**src/rtl/fdc_ctl_pkg.sv**
```systemverilog
package fdc_ctl_pkg;

    // Control byte field positions (write side)
    localparam int CB_DRV_LO = 0;
    localparam int CB_SIDE   = 2;
    localparam int CB_DENS   = 3;
    localparam int CB_MINI   = 4;
    localparam int CB_AW     = 7;

    // Status byte field positions (read side)
    localparam int SB_INTRQ  = 0;
    localparam int SB_ATO    = 1;
    localparam int SB_MTO    = 2;
    localparam int SB_MOTOR  = 3;
    localparam int SB_INH    = 4;
    localparam int SB_HLD    = 5;
    localparam int SB_BOOT   = 6;
    localparam int SB_DRQ    = 7;

    typedef struct packed {
        logic       aw_en;
        logic       mini;
        logic       dens;
        logic       side;
        logic [1:0] drv;
    } ctl_t;

    localparam ctl_t CTL_RESET = '{aw_en: 1'b0, mini: 1'b0, dens: 1'b0, side: 1'b0, drv: 2'd0};

    function automatic ctl_t decode_ctl(input logic [7:0] b);
        ctl_t c;
        c.drv   = b[CB_DRV_LO +: 2];
        c.side  = b[CB_SIDE];
        c.dens  = b[CB_DENS];
        c.mini  = b[CB_MINI];
        c.aw_en = b[CB_AW];
        return c;
    endfunction

endpackage

```
**src/rtl/fdc_ctl_latch.sv**
```systemverilog
module fdc_ctl_latch
    import fdc_ctl_pkg::*;
(
    input  logic       clk,
    input  logic       rst_n,
    input  logic       wr_i,
    input  logic [7:0] wdata_i,
    input  logic       side_clr_i,
    output ctl_t       ctl_o
);

    ctl_t ctl_d, ctl_q;

    always_comb begin
        ctl_d = ctl_q;
        if (wr_i) begin
            ctl_d = decode_ctl(wdata_i);
        end
        // motor timeout overrides a same-cycle write for the side bit
        if (side_clr_i) begin
            ctl_d.side = 1'b0;
        end
    end

    always_ff @(posedge clk) begin
        if (!rst_n) ctl_q <= CTL_RESET;
        else        ctl_q <= ctl_d;
    end

    assign ctl_o = ctl_q;

    AST_WR_DRV: assert property (@(posedge clk) disable iff (!rst_n)
        wr_i |=> ctl_o.drv == $past(wdata_i[1:0]) && ctl_o.aw_en == $past(wdata_i[7]));

    AST_SIDE_CLR: assert property (@(posedge clk) disable iff (!rst_n)
        side_clr_i |=> !ctl_o.side);

endmodule

```
**src/rtl/fdc_motor_timer.sv**
```systemverilog
module fdc_motor_timer #(
    parameter int MOTOR_TICKS = 128
) (
    input  logic clk,
    input  logic rst_n,
    input  logic start_i,
    input  logic tick_i,
    input  logic clr_flag_i,
    output logic motor_o,
    output logic mto_o,
    output logic fire_o
);

    localparam int MW = (MOTOR_TICKS > 2) ? $clog2(MOTOR_TICKS) : 1;
    localparam logic [MW-1:0] LAST = MW'(MOTOR_TICKS - 1);

    typedef struct packed {
        logic [MW-1:0] cnt;
        logic          on;
        logic          mto;
    } mot_t;

    mot_t st_d, st_q;
    logic fire;

    always_comb begin
        st_d = st_q;
        fire = 1'b0;
        if (clr_flag_i) begin
            st_d.mto = 1'b0;
        end
        if (start_i) begin
            st_d.on  = 1'b1;
            st_d.cnt = '0;
        end else if (tick_i && st_q.on) begin
            if (st_q.cnt == LAST) begin
                fire     = 1'b1;
                st_d.on  = 1'b0;
                st_d.cnt = '0;
                st_d.mto = 1'b1;
            end else begin
                st_d.cnt = st_q.cnt + MW'(1);
            end
        end
    end

    always_ff @(posedge clk) begin
        if (!rst_n) st_q <= '0;
        else        st_q <= st_d;
    end

    assign motor_o = st_q.on;
    assign mto_o   = st_q.mto;
    assign fire_o  = fire;

    AST_MOTOR_START: assert property (@(posedge clk) disable iff (!rst_n)
        start_i |=> motor_o);

    AST_MTO_OFF: assert property (@(posedge clk) disable iff (!rst_n)
        $rose(mto_o) |-> !motor_o);

    AST_IDLE_TICK: assert property (@(posedge clk) disable iff (!rst_n)
        (!motor_o && !start_i) |=> !motor_o);

endmodule

```
**src/rtl/fdc_wait_timer.sv**
```systemverilog
module fdc_wait_timer #(
    parameter int AW_W = 8
) (
    input  logic            clk,
    input  logic            rst_n,
    input  logic            aw_en_i,
    input  logic            drq_i,
    input  logic            intrq_i,
    input  logic            tick_i,
    input  logic [AW_W-1:0] limit_i,
    input  logic            clr_i,
    output logic            ato_o
);

    typedef struct packed {
        logic [AW_W-1:0] cnt;
        logic            ato;
    } aw_t;

    aw_t st_d, st_q;
    logic [AW_W:0] cnt_next;

    always_comb begin
        st_d     = st_q;
        cnt_next = {1'b0, st_q.cnt} + (AW_W+1)'(1);
        if (!aw_en_i || drq_i || intrq_i) begin
            st_d.cnt = '0;
        end else if (tick_i && !st_q.ato) begin
            if (cnt_next >= {1'b0, limit_i}) begin
                st_d.ato = 1'b1;
                st_d.cnt = '0;
            end else begin
                st_d.cnt = cnt_next[AW_W-1:0];
            end
        end
        if (clr_i) begin
            st_d.ato = 1'b0;
            st_d.cnt = '0;
        end
    end

    always_ff @(posedge clk) begin
        if (!rst_n) st_q <= '0;
        else        st_q <= st_d;
    end

    assign ato_o = st_q.ato;

    AST_ATO_NEEDS_AW: assert property (@(posedge clk) disable iff (!rst_n)
        $rose(ato_o) |-> $past(aw_en_i));

    AST_ATO_CLR: assert property (@(posedge clk) disable iff (!rst_n)
        clr_i |=> !ato_o);

endmodule

```
**src/rtl/fdc_ctlstat.sv**
```systemverilog
module fdc_ctlstat
    import fdc_ctl_pkg::*;
#(
    parameter logic [7:0] PORT_ADDR   = 8'h3C,
    parameter int         MOTOR_TICKS = 128,
    parameter int         AW_W        = 8
) (
    input  logic            clk,
    input  logic            rst_n,
    input  logic [7:0]      io_addr,
    input  logic            io_wr,
    input  logic            io_rd,
    input  logic [7:0]      io_wdata,
    output logic [7:0]      io_rdata,
    input  logic            tick,
    input  logic            cmd_start,
    input  logic [AW_W-1:0] aw_limit,
    input  logic            fdc_drq,
    input  logic            fdc_intrq,
    input  logic            fdc_hld,
    input  logic            inhibit_init_n,
    input  logic            boot_strap_n,
    output logic [1:0]      drv_sel,
    output logic            side_sel,
    output logic            dens_dbl,
    output logic            mini_drv,
    output logic            autowait_en,
    output logic            motor_on
);

    logic hit, wr_hit, rd_hit;
    logic mto_flag, ato_flag, mto_fire, motor;
    ctl_t ctl;
    logic [7:0] status;
    logic [7:0] rdata_d, rdata_q;

    assign hit    = (io_addr == PORT_ADDR);
    assign wr_hit = io_wr && hit;
    assign rd_hit = io_rd && hit;

    fdc_ctl_latch u_latch (
        .clk        (clk),
        .rst_n      (rst_n),
        .wr_i       (wr_hit),
        .wdata_i    (io_wdata),
        .side_clr_i (mto_fire),
        .ctl_o      (ctl)
    );

    fdc_motor_timer #(.MOTOR_TICKS(MOTOR_TICKS)) u_motor (
        .clk        (clk),
        .rst_n      (rst_n),
        .start_i    (cmd_start),
        .tick_i     (tick),
        .clr_flag_i (wr_hit),
        .motor_o    (motor),
        .mto_o      (mto_flag),
        .fire_o     (mto_fire)
    );

    fdc_wait_timer #(.AW_W(AW_W)) u_wait (
        .clk     (clk),
        .rst_n   (rst_n),
        .aw_en_i (ctl.aw_en),
        .drq_i   (fdc_drq),
        .intrq_i (fdc_intrq),
        .tick_i  (tick),
        .limit_i (aw_limit),
        .clr_i   (wr_hit),
        .ato_o   (ato_flag)
    );

    always_comb begin
        status           = '0;
        status[SB_DRQ]   = fdc_drq;
        status[SB_BOOT]  = boot_strap_n;
        status[SB_HLD]   = fdc_hld;
        status[SB_INH]   = inhibit_init_n;
        status[SB_MOTOR] = motor;
        status[SB_MTO]   = mto_flag;
        status[SB_ATO]   = ato_flag;
        status[SB_INTRQ] = fdc_intrq;
        rdata_d          = rd_hit ? status : 8'h00;
    end

    always_ff @(posedge clk) begin
        if (!rst_n) rdata_q <= 8'h00;
        else        rdata_q <= rdata_d;
    end

    assign io_rdata    = rdata_q;
    assign drv_sel     = ctl.drv;
    assign side_sel    = ctl.side;
    assign dens_dbl    = ctl.dens;
    assign mini_drv    = ctl.mini;
    assign autowait_en = ctl.aw_en;
    assign motor_on    = motor;

    AST_RD_IDLE: assert property (@(posedge clk) disable iff (!rst_n)
        !rd_hit |=> io_rdata == 8'h00);

    AST_MISS_HOLD: assert property (@(posedge clk) disable iff (!rst_n)
        !wr_hit |=> $stable(drv_sel) && $stable(dens_dbl) && $stable(mini_drv) && $stable(autowait_en));

endmodule

```
**config.mk**
```make
export PLATFORM = sky130hd
export DESIGN_NAME = fdc_ctlstat
export DESIGN_NICKNAME = d
export VERILOG_FILES = /design/src/rtl/fdc_ctl_pkg.sv /design/src/rtl/fdc_ctl_latch.sv /design/src/rtl/fdc_motor_timer.sv /design/src/rtl/fdc_wait_timer.sv /design/src/rtl/fdc_ctlstat.sv
export SDC_FILE = /design/constraint.sdc
export NUM_CORES = 1
export LEC_CHECK = 0
export BUFFER_PORTS_ARGS = -buffer_cell sky130_fd_sc_hd__buf_2
export CAP_MARGIN = 20
export CORE_ASPECT_RATIO = 2
export CORE_MARGIN = 8
export CORE_UTILIZATION = 39
export CTS_BUF_LIST = sky130_fd_sc_hd__clkbuf_2 sky130_fd_sc_hd__clkbuf_4 sky130_fd_sc_hd__clkbuf_8
export DETAILED_ROUTE_END_ITERATION = 12
export PLACE_DENSITY = 0.66
export SLEW_MARGIN = 20
export SYNTH_ARGS = -nofsm -noshare
export SYNTH_HDL_FRONTEND = slang
export SYNTH_SLANG_ARGS = --single-unit
```
**constraint.sdc**
```tcl
create_clock -name clk -period 2.55 [get_ports clk]
set_clock_uncertainty 0.2 [all_clocks]
set_input_delay 0.1275 -clock clk [delete_from_list [all_inputs] [get_ports clk]]
set_output_delay 0.1275 -clock clk [all_outputs]
set_load 0.05 [all_outputs]
```
# Word level (Yosys, flattened, before mapping)
# Cells that the tools add are included.
[op_classes]
addsub = 2
order_cmp = 1
n_eq_ne = 2
mux = 10
bitwise = 2
n_reduce_logical = 17
[op_table]
columns = ["cell", "count"]
rows = [
  ["adder 8 x 1 -> 9 bit (second input constant)", 1],
  [">= comparator 9 x 8 -> 1 bit", 1],
  ["equality test 8 x 6 -> 1 bit (second input constant)", 1],
  ["two-way mux 8 bit", 1],
  ["adder 7 x 1 -> 7 bit (second input constant)", 1],
  ["equality test 7 bit (second input constant)", 1],
  ["two-way mux 7 bit", 1],
  ["two-way mux 1 bit", 6],
  ["OR reduction 2 bit", 3],
  ["logical AND 1 bit", 4],
  ["two-way mux 2 bit", 2],
  ["AND reduction 2 bit", 2],
  ["nonzero test 2 bit", 2],
  ["AND reduction 3 bit", 1],
  ["OR reduction 3 bit", 1],
  ["logical NOT 1 bit", 2],
  ["logical OR 1 bit", 2],
  ["NOT 1 bit", 2],
]
[totals]
ff_bits = 32
inputBits = 35
out_inout_bits = 15
wordCells = 45

# Longest topological paths before layout
[logic_depth]
word_depth = 6
ltp_mapped = 12
mapped_depth_nobuf = 11

# Hierarchy
# From an unflattened synthesis, not the netlist that was laid out.
[unflattened]
hier_cells = 196
hier_area_um2 = 1755.4
[modules_own_cells]
columns = ["mod", "n_inst", "cells_per_inst", "area_per_inst_um2", "seq_area_each_um2"]
rows = [
  ["fdc_wait_timer", 1, 97, 747.0, 180.2],
  ["fdc_motor_timer", 1, 48, 430.4, 180.2],
  ["fdc_ctlstat", 1, 32, 342.8, 160.2],
  ["fdc_ctl_latch", 1, 19, 235.2, 120.1],
]

# Worst setup path before layout
# Ideal clock, no wire load.
[synth_path]
kind = "flip-flop to flip-flop"
from = "reg u_wait.st_q[1] (netlist bit)"
to = "reg u_wait.st_q[4] (netlist bit)"
setup_time_ns = 0.075
t_arrival_ns = 2.576
required_time_ns = 2.275
setup_slack_ns = -0.301
path_stages_with_launch = 12
path_buffers = 1
synth_period_minus_slack_ns = 2.851
path_cell_list = "dfxtp_1 ha_1 nand3_1 or2_1 xnor2_1 ha_1 a21o_1 a221o_1 a41oi_2 buf_6 nand4_1 a31oi_1"
[synth_between]
elab_chain_cells = 3
[synth_lines]
columns = ["item", "line", "rtl"]
rows = [
  ["start: declaration", "fdc_wait_timer.sv:20", "aw_t st_d, st_q;"],
  ["start signal: assignment", "fdc_wait_timer.sv:44", "else st_q <= st_d;"],
  ["adder 8 x 1 -> 9 bit (*)", "fdc_wait_timer.sv:25", "cnt_next = {1'b0, st_q.cnt} + (AW_W+1)'(1);"],
  [">= comparator 9 x 8 -> 1 bit", "fdc_wait_timer.sv:29", "if (cnt_next >= {1'b0, limit_i}) begin"],
  ["two-way mux 8 bit (*)", "fdc_wait_timer.sv:29", ""],
]
# Every way passes the cells marked *; elsewhere a longest branch is shown, timed or not.
# A chain may end at the register's enable or synchronous reset.

# Worst setup path in the final report
[layout_path]
from = "reg u_wait.st_q[2] (netlist bit)"
to = "reg u_wait.st_q[4] (netlist bit)"
# Same word-level chain as after synthesis.

==> metrics.txt <==
Via density=4.73; Synth Instances=177; Final Core Density=0.590; simple-gate share of the synthesized area=0.300; Placer Congestion=0.815; status=finished, violations left; WL final=3.88 mm; GR Overflow Total=0; Peak supply drop=423 uV; core footprint=4010 um2; fin cells=315; largest family of logic cells by synthesized area=simple AND/OR/NAND/NOR gates; crit path kind=reg -> reg; CP peak stage delay=0.38 ns; Synth Cell Area=1590 um2; IO Pins=50; failing checks=negative setup slack; Data arrival, critical path=2.71 ns; PortBufs=47; Slew @ Worst Pin=0.452 ns; CP Capture Type=register; Final WS setup=-0.163 ns; CTS Buf Count=5; RSZ-0062 raised after global routing=yes; die area=6500 um2; WL per Instance=12.3 um; ys async rst share=0; Final Max Slew Viols=0; TritonCTS clock tree=done; placed cells=292; Power per Cell Area=416 nW/um2; most common cell in the netlist=dfxtp_1; top cell type by total area after synthesis=dfxtp_1; Die Span Y=106 um; Design Power=983 uW; leak pwr=0.00112 uW; fin nets=308; post-synthesis compound-gate area fraction=0.0897; Tcrit/Tclk final=1.06; CTS Buffer Depth=2; count of state elements after synthesis=32; Adder-Cell Fraction of Synth Area=0.0787; wire length of the first global-routing pass=6.40 mm; Slowest-stage cell, CP=dfxtp_4; Die X-Extent=61.2 um; Clock transition at path regs=0.06 ns; starting density of the core=0.397; FMAX=369 MHz; Iteration-0 DRC Markers=37; hpwl dp=2.93 mm; largest cells by area after synthesis=dfxtp_1, ha_1, nand2_1; CP Launch Type=register; Tot GR Track Use=0.124; DRT Pass-1 Iters=4; Synth cell types=36; max-cap check violation count=0; ys flop type=dfxtp_1; Final setup viols=9; Ant. Diodes=0; clk sink count=32; Mapped Avg Cell Area=8.98 um2; synth warn=0; minimum clock period=2.71 ns; share of layout cells above drive strength 1=0.361; vias in the first global route=1,522; antenna violations before repair=0; Hold Vio Cnt, Final=0; Post-Synth XOR/XNOR Area=0.0606; multiplexer share of the synthesized area=0.0378; Rel. slew slack=0.698; final setup TNS=-1.12 ns; largest net degree at the start of global routing=13; Post-synth EDFFs=0; Synth top area share=0.403; filler instances=364; HP Class=in -> reg; post-synthesis sequential area ratio=0.403; critical path cell sequence=ha_4 > nand3_4 > or2_4 > xnor2_2 > ha_1 > a21o_1 > a221o_1 > a41oi_2 > buf_6 > buf_12 > nand3_1 > a31oi_1; worst hold margin=0.0541 ns; FP Rows=33; # H-tree levels=2; CP max FO=8; Clock Latency Late Sink=0.27 ns; Worst Path Required=2.54 ns; most frequent cells after synthesis=dfxtp_1, nand2_1, nor2_1; DRC=0; ANT nets after route=0; Vias=1,491; Layout area overhead=48.6%; synthesized net count=222; clock root buffer=clkbuf_8
through the flow:
step                setup slack [ns]  cell area (um2)
floorplan                    -0.0904             1650
global placement              -0.132             2090
detailed placement            -0.161             2090
CTS                           -0.178             2330
global route                  -0.298             2360
finish                        -0.163             2360
layout make-up:
type | count | area, um2 | share of cell area
sequential | 32 | 654 | 0.277
inverter | 8 | 30.0 | 0.0127
tap | 52 | 65.1 | 0.0275
clock buffer | 7 | 96.3 | 0.0408
multi-input combinational | 134 | 971 | 0.411
timing repair buffer | 82 | 547 | 0.231
cells in the final DEF (no fill, tap or decap), types with 4 or more instances in the layout:
cell | netlist | routed
buf_2 | 0 | 47
dfxtp_1 | 32 | 27
buf_4 | 0 | 20
nand2_1 | 18 | 17
nor2_1 | 14 | 13
dlygate4sd3_1 | 0 | 13
nand3_1 | 12 | 10
and2_1 | 10 | 10
ha_1 | 10 | 9
inv_1 | 8 | 8
nor2b_1 | 8 | 8
a21oi_1 | 7 | 7
clkbuf_8 | 0 | 7
mux2i_1 | 6 | 6
xor2_1 | 5 | 5
nand4_1 | 5 | 5
a31oi_1 | 5 | 5
xnor2_1 | 6 | 4
worst paths after layout:
check	start	end	slack, ns	cells after the start
max	u_wait.st_q[2]	u_wait.st_q[4]	-0.16	12
min	tick	u_motor.st_q[3]	0.05	4
max reg2reg	u_wait.st_q[2]	u_wait.st_q[4]	-0.16	12
min reg2reg	u_motor.mto_o	io_rdata[2]	0.25	1
cells by family (layout without fill, tap and decap cells):
| logic type | after synthesis | in the layout |
|---|---|---|
| buffers and inverters | 11 | 97 |
| DFF | 32 | 32 |
| adders and majority gates | 10 | 10 |
| muxes | 6 | 6 |
| xor gates and xnor gates | 11 | 11 |
| AOI/OAI and AO/OA | 21 | 21 |
| and+or+nand+nor | 86 | 86 |
worst max-delay path: cells and delay by family (launching register included):
kind | cells | cell delay (ns)
xor gates and xnor gates | 1 | 0.13
buffers and inverters | 2 | 0.26
DFF | 1 | 0.38
AOI/OAI and AO/OA | 4 | 0.85
adders and majority gates | 2 | 0.44
and+or+nand+nor | 3 | 0.36
flip-flops by register name (all words and copies together) (netlist names):
name / count
u_wait.st_q: 8
u_motor.st_q: 7
io_rdata: 8
u_motor.mto_o: 1
u_motor.motor_o: 1
u_latch.ctl_o: 6
u_wait.ato_o: 1
routing by layer:
layer,track usage,wire length [um],vias to the layer above
li1,-,-,786
met1,0.133,1550,657
met2,0.215,1920,43
met3,0.0411,372,5
met4,0.0403,42,0
met5,0,0,-
timing repair:
item | CTS | global route
gates resized for setup | 1 | 4
setup buffers | 1 | 2
hold endpoints to repair | 14 | 0
pin swaps | 2 | 3
endpoints found under the setup margin | 9 | 9
hold buffers | 13 | 0
power breakdown:
part	switching (uW)	internal [uW]
Sequential	2.22	499
Combinational	33.8	44.6
Clock	164	240
Total	200	783
Note: power is estimated with default switching activity, not from simulation.
